[config.mk]
export PLATFORM = sky130hd
export DESIGN_NAME = squash_arbiter
export DESIGN_NICKNAME = d
export VERILOG_FILES = /design/src/rtl/sqarb_pkg.sv /design/src/rtl/sqarb_decode.sv /design/src/rtl/sqarb_slot.sv /design/src/rtl/squash_arbiter.sv
export SDC_FILE = /design/constraint.sdc
export NUM_CORES = 1
export LEC_CHECK = 0
export BUFFER_PORTS_ARGS = -buffer_cell sky130_fd_sc_hd__buf_2
export CAP_MARGIN = 40
export CORE_MARGIN = 8
export CORE_UTILIZATION = 44
export DETAILED_ROUTE_END_ITERATION = 8
export GPL_TIMING_DRIVEN = 0
export PLACE_DENSITY = 0.74
export SETUP_SLACK_MARGIN = 0.05
export SYNTH_ARGS = -nofsm -noshare
export SYNTH_HDL_FRONTEND = slang
export SYNTH_SLANG_ARGS = --single-unit
[constraint.sdc]
create_clock -name clk -period 4.05 [get_ports clk]
set_input_delay 1.0125 -clock clk [delete_from_list [all_inputs] [get_ports clk]]
set_output_delay 1.0125 -clock clk [all_outputs]
set_load 0.01 [all_outputs]
[src/rtl/sqarb_pkg.sv]
package sqarb_pkg;
  typedef enum logic [1:0] {
    K_BRANCH  = 2'b00,
    K_ORDER   = 2'b01,
    K_BLOCKED = 2'b10,
    K_RSVD    = 2'b11
  } sq_kind_e;
endpackage

[src/rtl/sqarb_decode.sv]
module sqarb_decode
  import sqarb_pkg::*;
#(
  parameter int THREADS = 2,
  parameter int SEQ_W   = 16,
  parameter int PC_W    = 32,
  localparam int TID_W  = (THREADS > 1) ? $clog2(THREADS) : 1
) (
  input  logic               clk,
  input  logic               rst,
  input  logic               req_valid,
  input  logic [1:0]         req_kind,
  input  logic [TID_W-1:0]   req_tid,
  input  logic [SEQ_W-1:0]   req_seq,
  input  logic [PC_W-1:0]    req_pc,
  input  logic [PC_W-1:0]    req_npc,
  input  logic [SEQ_W-1:0]   req_vseq,
  input  logic [PC_W-1:0]    req_vnpc,
  output logic               cand_ok,
  output logic [SEQ_W-1:0]   cand_seq,
  output logic [PC_W-1:0]    cand_pc,
  output logic               cand_mis,
  output logic               cand_inc,
  output logic [THREADS-1:0] hit_vec
);
  sq_kind_e kind;
  assign kind = sq_kind_e'(req_kind);

  // Shape a candidate record from the request according to its kind.
  always_comb begin
    cand_ok  = 1'b0;
    cand_seq = req_seq;
    cand_pc  = req_npc;
    cand_mis = 1'b0;
    cand_inc = 1'b0;
    if (req_valid) begin
      unique case (kind)
        K_BRANCH: begin
          cand_ok  = 1'b1;
          cand_mis = 1'b1;
        end
        K_ORDER: begin
          cand_ok  = 1'b1;
          cand_seq = req_vseq;
          cand_pc  = req_vnpc;
        end
        K_BLOCKED: begin
          cand_ok  = 1'b1;
          cand_pc  = req_pc;
          cand_inc = 1'b1;
        end
        default: cand_ok = 1'b0;
      endcase
    end
  end

  for (genvar t = 0; t < THREADS; t++) begin : g_hit
    assign hit_vec[t] = cand_ok && (req_tid == TID_W'(t));
  end

  AST_RSVD_DROPPED: assert property (@(posedge clk) disable iff (rst) (req_kind == 2'b11 || !req_valid) |-> (hit_vec == '0)) else $error("reserved kind reached a slot");
  AST_ONE_THREAD: assert property (@(posedge clk) disable iff (rst) $onehot0(hit_vec)) else $error("request hit more than one thread");
endmodule

[src/rtl/sqarb_slot.sv]
module sqarb_slot #(
  parameter int SEQ_W = 16,
  parameter int PC_W  = 32
) (
  input  logic             clk,
  input  logic             rst,
  input  logic             win_start,
  input  logic             hit,
  input  logic [SEQ_W-1:0] cand_seq,
  input  logic [PC_W-1:0]  cand_pc,
  input  logic             cand_mis,
  input  logic             cand_inc,
  output logic             rec_valid,
  output logic [SEQ_W-1:0] rec_seq,
  output logic [PC_W-1:0]  rec_pc,
  output logic             rec_mis,
  output logic             rec_inc
);
  logic pending;
  logic older;
  logic take;

  // The window opening wipes the record before this cycle's request is judged.
  assign pending = rec_valid && !win_start;
  assign older   = cand_seq < rec_seq;
  assign take    = hit && (!pending || older);

  always_ff @(posedge clk) begin
    if (rst) begin
      rec_valid <= 1'b0;
      rec_seq   <= '0;
      rec_pc    <= '0;
      rec_mis   <= 1'b0;
      rec_inc   <= 1'b0;
    end else if (take) begin
      rec_valid <= 1'b1;
      rec_seq   <= cand_seq;
      rec_pc    <= cand_pc;
      rec_mis   <= cand_mis;
      rec_inc   <= cand_inc;
    end else if (win_start) begin
      rec_valid <= 1'b0;
      rec_seq   <= '0;
      rec_pc    <= '0;
      rec_mis   <= 1'b0;
      rec_inc   <= 1'b0;
    end
  end

  AST_YOUNGER_KEEPS: assert property (@(posedge clk) disable iff (rst) (hit && !win_start && rec_valid && cand_seq >= rec_seq) |=> ($stable(rec_seq) && $stable(rec_pc) && $stable(rec_mis) && $stable(rec_inc))) else $error("younger request replaced record");
  AST_FIRST_TAKEN: assert property (@(posedge clk) disable iff (rst) (hit && (win_start || !rec_valid)) |=> (rec_valid && rec_seq == $past(cand_seq))) else $error("first request not taken");
  AST_WIN_CLEARS: assert property (@(posedge clk) disable iff (rst) (win_start && !hit) |=> !rec_valid) else $error("window start left record valid");
  AST_AGE_NONINC: assert property (@(posedge clk) disable iff (rst) (rec_valid && !win_start) |=> (rec_valid && rec_seq <= $past(rec_seq))) else $error("record got younger within window");
  AST_FLAG_EXCL: assert property (@(posedge clk) disable iff (rst) rec_valid |-> !(rec_mis && rec_inc)) else $error("both flags set");
  AST_IDLE_HOLD: assert property (@(posedge clk) disable iff (rst) (!hit && !win_start) |=> ($stable(rec_valid) && $stable(rec_seq) && $stable(rec_pc))) else $error("record moved without a request");
endmodule

[src/rtl/squash_arbiter.sv]
module squash_arbiter #(
  parameter int THREADS = 2,
  parameter int SEQ_W   = 16,
  parameter int PC_W    = 32,
  localparam int TID_W  = (THREADS > 1) ? $clog2(THREADS) : 1
) (
  input  logic                     clk,
  input  logic                     rst,
  input  logic                     win_start,
  input  logic                     req_valid,
  input  logic [1:0]               req_kind,
  input  logic [TID_W-1:0]         req_tid,
  input  logic [SEQ_W-1:0]         req_seq,
  input  logic [PC_W-1:0]          req_pc,
  input  logic [PC_W-1:0]          req_npc,
  input  logic [SEQ_W-1:0]         req_vseq,
  input  logic [PC_W-1:0]          req_vnpc,
  output logic [THREADS-1:0]       out_valid,
  output logic [THREADS*SEQ_W-1:0] out_seq,
  output logic [THREADS*PC_W-1:0]  out_pc,
  output logic [THREADS-1:0]       out_mispred,
  output logic [THREADS-1:0]       out_incl
);
  logic               cand_ok;
  logic [SEQ_W-1:0]   cand_seq;
  logic [PC_W-1:0]    cand_pc;
  logic               cand_mis;
  logic               cand_inc;
  logic [THREADS-1:0] hit_vec;

  sqarb_decode #(
    .THREADS(THREADS), .SEQ_W(SEQ_W), .PC_W(PC_W)
  ) u_dec (
    .clk(clk), .rst(rst),
    .req_valid(req_valid), .req_kind(req_kind), .req_tid(req_tid),
    .req_seq(req_seq), .req_pc(req_pc), .req_npc(req_npc),
    .req_vseq(req_vseq), .req_vnpc(req_vnpc),
    .cand_ok(cand_ok), .cand_seq(cand_seq), .cand_pc(cand_pc),
    .cand_mis(cand_mis), .cand_inc(cand_inc), .hit_vec(hit_vec)
  );

  for (genvar t = 0; t < THREADS; t++) begin : g_slot
    sqarb_slot #(.SEQ_W(SEQ_W), .PC_W(PC_W)) u_slot (
      .clk(clk), .rst(rst), .win_start(win_start), .hit(hit_vec[t]),
      .cand_seq(cand_seq), .cand_pc(cand_pc),
      .cand_mis(cand_mis), .cand_inc(cand_inc),
      .rec_valid(out_valid[t]),
      .rec_seq(out_seq[t*SEQ_W +: SEQ_W]),
      .rec_pc(out_pc[t*PC_W +: PC_W]),
      .rec_mis(out_mispred[t]),
      .rec_inc(out_incl[t])
    );
  end

  AST_NO_CROSS: assert property (@(posedge clk) disable iff (rst) (!win_start && req_valid && req_tid == '0) |=> $stable(out_valid[THREADS-1:1]) || (THREADS == 1)) else $error("other thread changed");
endmodule

==> flow_summary.html <==
<table>
<tr><th>Metric</th><th>Value</th></tr>
<tr><th colspan="2">Clocking</th></tr>
<tr><td>Maximum count of clock buffers along a single path</td><td>2</td></tr>
<tr><td># clock sinks</td><td>approximately 100</td></tr>
<tr><td>CTS Root Cell</td><td>sky130_fd_sc_hd__clkbuf_16</td></tr>
<tr><td>Total number of H-tree levels</td><td>3</td></tr>
<tr><td>Skew-Pair Late Insertion Delay</td><td>about 340 ps</td></tr>
<tr><td>Clk pin slew, worst setup/hold paths</td><td>approximately 70 ps</td></tr>
<tr><td>Total of hold buffers inserted after clock tree synthesis</td><td>0</td></tr>
<tr><td>Clock tree from TritonCTS</td><td>done</td></tr>
<tr><td>Clock buffer count from CTS</td><td>9</td></tr>
<tr><th colspan="2">Yosys</th></tr>
<tr><td>Most repeated cell in the gate-level netlist after synthesis</td><td>sky130_fd_sc_hd__dfxtp_1</td></tr>
<tr><td>Synth Instances</td><td>~600</td></tr>
<tr><td>Top cells by count, synth</td><td>102 x sky130_fd_sc_hd__dfxtp_1, 50 x sky130_fd_sc_hd__inv_1, 50 x sky130_fd_sc_hd__nor2_1</td></tr>
<tr><td>Net count after synthesis</td><td>about 760</td></tr>
<tr><td>Cell Area, Synth</td><td>about 5500 um^2</td></tr>
<tr><td>Sequential share of the synthesized area</td><td>37.0%</td></tr>
<tr><td>Total number of yosys warnings</td><td>0</td></tr>
<tr><td>Number of synthesized flops with an enable pin</td><td>0</td></tr>
<tr><td>Synth top area share</td><td>37.0%</td></tr>
<tr><td>Library cells used by synthesis</td><td>42</td></tr>
<tr><td>Dominant cell type by area after synthesis</td><td>sky130_fd_sc_hd__dfxtp_1</td></tr>
<tr><td>Top post-synthesis cells by area</td><td>sky130_fd_sc_hd__dfxtp_1 37%, sky130_fd_sc_hd__ha_1 7.7%, sky130_fd_sc_hd__a22o_1 7.1%</td></tr>
<tr><td>Flip-flop and latch count after synthesis</td><td>~100</td></tr>
<tr><td>Post-synth ARST share</td><td>0%</td></tr>
<tr><td>Syn Area/Cell</td><td>9.31 um^2</td></tr>
<tr><td>Most used flip-flop cell after synthesis</td><td>sky130_fd_sc_hd__dfxtp_1</td></tr>
<tr><th colspan="2">Min path</th></tr>
<tr><td>Kind of path behind the tightest hold check</td><td>reg2reg</td></tr>
<tr><th colspan="2">Power</th></tr>
<tr><td>Overall Power</td><td>between 2 and 2.5 mW</td></tr>
<tr><td>Clock network fraction of total power</td><td>between 30% and 40%</td></tr>
<tr><td>Sequential share of power</td><td>between 40% and 50%</td></tr>
<tr><td>Combinational Power Share</td><td>between 20% and 30%</td></tr>
<tr><td>P_sw</td><td>between 600 and 700 uW</td></tr>
<tr><td>Internal</td><td>1.76 mW</td></tr>
<tr><td>Power density of the placed cells</td><td>~330 nW/um^2</td></tr>
<tr><td>Sw Share</td><td>between 20 and 30%</td></tr>
<tr><td>Maximum vdd ir drop</td><td>approximately 0.20 mV</td></tr>
<tr><td>Leakage Power</td><td>about 3.5 nW</td></tr>
<tr><th colspan="2">Placement</th></tr>
<tr><td>Quantity of I/O buffers inserted on ports</td><td>about 240</td></tr>
<tr><td>Final RePlAce weighted congestion</td><td>a little over 0.8</td></tr>
<tr><td>Pre-CTS WS</td><td>-929 ps</td></tr>
<tr><td>Hpwl dp</td><td>about 14000 um</td></tr>
<tr><td>Placed instance count</td><td>~1000</td></tr>
<tr><th colspan="2">STA</th></tr>
<tr><td>Tightest Pin Transition</td><td>625 ps</td></tr>
<tr><td>Fin worst setup slack</td><td>about 240 ps</td></tr>
<tr><td>Final clock skew</td><td>~8.5 ps</td></tr>
<tr><td>Total of endpoints with negative setup slack in the final report</td><td>0</td></tr>
<tr><td>Max-Slew Margin vs Limit</td><td>58.2%</td></tr>
<tr><td>Timing-limited maximum frequency</td><td>between 200 and 300 MHz</td></tr>
<tr><td>Final critical path time including I/O delays and setup</td><td>3810 ps</td></tr>
<tr><td>Final Hold Fails</td><td>0</td></tr>
<tr><td>Setup repair after global routing missed its margin</td><td>true</td></tr>
<tr><td>Final worst path period share</td><td>~94%</td></tr>
<tr><td>Fin. max-slew vios</td><td>0</td></tr>
<tr><th colspan="2">Route</th></tr>
<tr><td>Violation count after the first detailed-route iteration</td><td>318</td></tr>
<tr><td>Drc violations</td><td>0</td></tr>
<tr><td>Length of the first detailed-routing pass in iterations</td><td>4</td></tr>
<tr><td>Final wirelength</td><td>about 18000 um</td></tr>
<tr><td>Vias after detailed routing</td><td>about 5300</td></tr>
<tr><td>Post-route ant nets</td><td>0</td></tr>
<tr><td>Average wire per standard cell</td><td>between 15 and 20 um</td></tr>
<tr><td>Vias per cell</td><td>5.18</td></tr>
<tr><th colspan="2">Critical path</th></tr>
<tr><td>Critical path launch point type</td><td>input port</td></tr>
<tr><td>Critical path required time</td><td>~4300 ps</td></tr>
<tr><td>CP max FO</td><td>10</td></tr>
<tr><td>Critical path start-end classification</td><td>in2reg</td></tr>
<tr><td>Kind of end point of the critical path</td><td>register</td></tr>
<tr><td>Worst path arrival time</td><td>around 4000 ps</td></tr>
<tr><th colspan="2">Cells and area</th></tr>
<tr><td>Net count of the finished layout</td><td>approximately 1000</td></tr>
<tr><td>Synth-to-Final Area Change</td><td>32.7%</td></tr>
<tr><td>Layout Cells excl Fill</td><td>roughly 1000</td></tr>
<tr><td>Number of diodes</td><td>0</td></tr>
<tr><td>Final standard cell utilization of the core</td><td>just under 60%</td></tr>
<tr><td># fillers</td><td>~1200</td></tr>
<tr><td>Share of post-route cells with drive strength above 1</td><td>around a third</td></tr>
<tr><th colspan="2">GRT</th></tr>
<tr><td>Met2 routing resource usage after global routing</td><td>between 30% and 40%</td></tr>
<tr><td>Grt met3 use</td><td>under 10%</td></tr>
<tr><td>Largest net degree at the start of global routing</td><td>16</td></tr>
<tr><td>Gr busiest metal</td><td>met2</td></tr>
<tr><td>Initial antenna violation count</td><td>0</td></tr>
<tr><td>Met1 track demand over resource</td><td>about a quarter</td></tr>
<tr><td>Vias in the first global route</td><td>around 5500</td></tr>
<tr><td>Leftover overflow at the end of global routing</td><td>0</td></tr>
<tr><td>First-pass GRT wire length</td><td>roughly 28000 um</td></tr>
<tr><td>All-Layer GR Usage</td><td>between 20% and 30%</td></tr>
<tr><th colspan="2">Floorplanning</th></tr>
<tr><td>Number of placement rows</td><td>41</td></tr>
<tr><td>Die boundary height</td><td>~130 um</td></tr>
<tr><td>Die X</td><td>~130 um</td></tr>
<tr><td>Number of ports placed on the die boundary</td><td>about 240</td></tr>
<tr><td>Die footprint</td><td>roughly 16000 um^2</td></tr>
<tr><td>Initial cell density of the core</td><td>44.4%</td></tr>
<tr><td>Core region area</td><td>between 10000 and 15000 um^2</td></tr>
<tr><th colspan="2">Outcome</th></tr>
<tr><td>Run status</td><td>finished, final reports clean</td></tr>
<tr><th colspan="2">Run</th></tr>
<tr><td>Max-cap violation count</td><td>0</td></tr>
</table>
-- final timing paths --
kind                                                    from                           end  slack [ps]  cells past startpoint
worst max-delay path                             req_kind[1]    g_slot[1].u_slot.rec_pc[6]         240                     15
worst min-delay path             g_slot[1].u_slot.rec_pc[30]   g_slot[1].u_slot.rec_pc[30]         460                      2
worst max register to register  g_slot[1].u_slot.rec_seq[11]  g_slot[1].u_slot.rec_seq[10]        1710                      9
worst min register to register   g_slot[1].u_slot.rec_pc[30]   g_slot[1].u_slot.rec_pc[30]         460                      2
-- cell type report --
class                           instances  area [um^2]  share of cell area (%)
Multi-Input combinational cell        389         3030                    41.4
Sequential cell                       102         2040                    27.9
Timing Repair Buffer                  239         1210                    16.5
Buffer                                 51          355                    4.86
Clock buffer                           10          229                    3.13
Tap cell                              172          215                    2.94
Inverter                               50          188                    2.57
Clock inverter                          4         50.0                   0.684
-- through the flow --
step | hold WS (ps) | instance area (um^2) | setup TNS, ps
5_1_grt | 483 | 7320 | 0
6_report | 462 | 7320 | 0
4_1_cts | 465 | 7250 | 0
3_5_place_dp | 451 | 6910 | -72350
2_1_floorplan | 434 | 5510 | 0
3_3_place_gp | 441 | 6910 | -69140
-- cell usage in the layout (no fill, tap or decap), drive strengths merged --
master    Yosys  final
or3b          1      1
a31o          1      1
a22o         45     45
o21ai        19     19
a21o          3      3
and2         31     31
a2111oi       1      1
mux2         29     29
nand3         3      3
a21oi        29     29
clkbuf       25     36
mux2i        21     21
or3          17     17
o21a          1      1
o2bb2ai       6      6
nand2b        1      1
clkinvlp      0      2
dfxtp       102    102
nand3b        1      1
nor2         51     51
a22oi        32     32
o2111ai       2      2
inv          50     50
bufinv        0      1
ha           34     34
nand4         5      5
o211ai        2      2
nor2b         1      1
a211oi       34     34
buf          26    264
clkinv        0      1
a211o         5      5
nand4b        1      1
nand2        12     12
a31oi         1      1
-- state kept, by name, indices dropped and copies added, names as in the netlist --
| signal | cells |
|---|---|
| g_slot.u_slot.rec_pc | 64 |
| g_slot.u_slot.rec_inc | 2 |
| g_slot.u_slot.rec_mis | 2 |
| g_slot.u_slot.rec_valid | 2 |
| g_slot.u_slot.rec_seq | 32 |
-- power by group through the flow --
stage / clock network (mW) / logic (mW) / registers [mW]
floorplan: 0 / 0.282 / 1.12
global placement: 0 / 0.503 / 1.10
detailed placement: 0 / 0.508 / 1.10
CTS: 0.854 / 0.516 / 1.08
global route: 0.892 / 0.577 / 1.09
finish: 0.842 / 0.519 / 1.08
-- routing by layer --
metal	vias up	wire length, um
met2	182	8790
li1	2620	-
met5	-	0
met4	0	176
met1	2458	7300
met3	12	1510
-- critical path, cell delays in order --
cell and delay, ps:
sky130_fd_sc_hd__buf_2 100, sky130_fd_sc_hd__inv_1 60, sky130_fd_sc_hd__ha_1 170, sky130_fd_sc_hd__clkbuf_4 210
sky130_fd_sc_hd__nand2_8 130, sky130_fd_sc_hd__buf_8 200, sky130_fd_sc_hd__mux2i_2 310, sky130_fd_sc_hd__inv_1 100
sky130_fd_sc_hd__ha_1 280, sky130_fd_sc_hd__nand4b_1 140, sky130_fd_sc_hd__or3_1 460, sky130_fd_sc_hd__a21oi_4 240
sky130_fd_sc_hd__nor2_4 90, sky130_fd_sc_hd__buf_4 190, sky130_fd_sc_hd__mux2_1 320
-- cell families after synthesis --
family	count (synthesis)	share of synthesized area, %
and+or+nand+nor	124	11.6
muxes	50	9.73
buffers and inverters	101	9.44
DFF	102	37.0
adders and majority gates	34	7.72
AOI/OAI and AO/OA	181	24.5
-- timing repair --
item,4_1_cts,5_1_grt
endpoints found under the setup margin,100,98
pin swaps,2,1
gates resized for setup,14,12
buffers inserted,3,1
(Power assumes the default switching activity.)
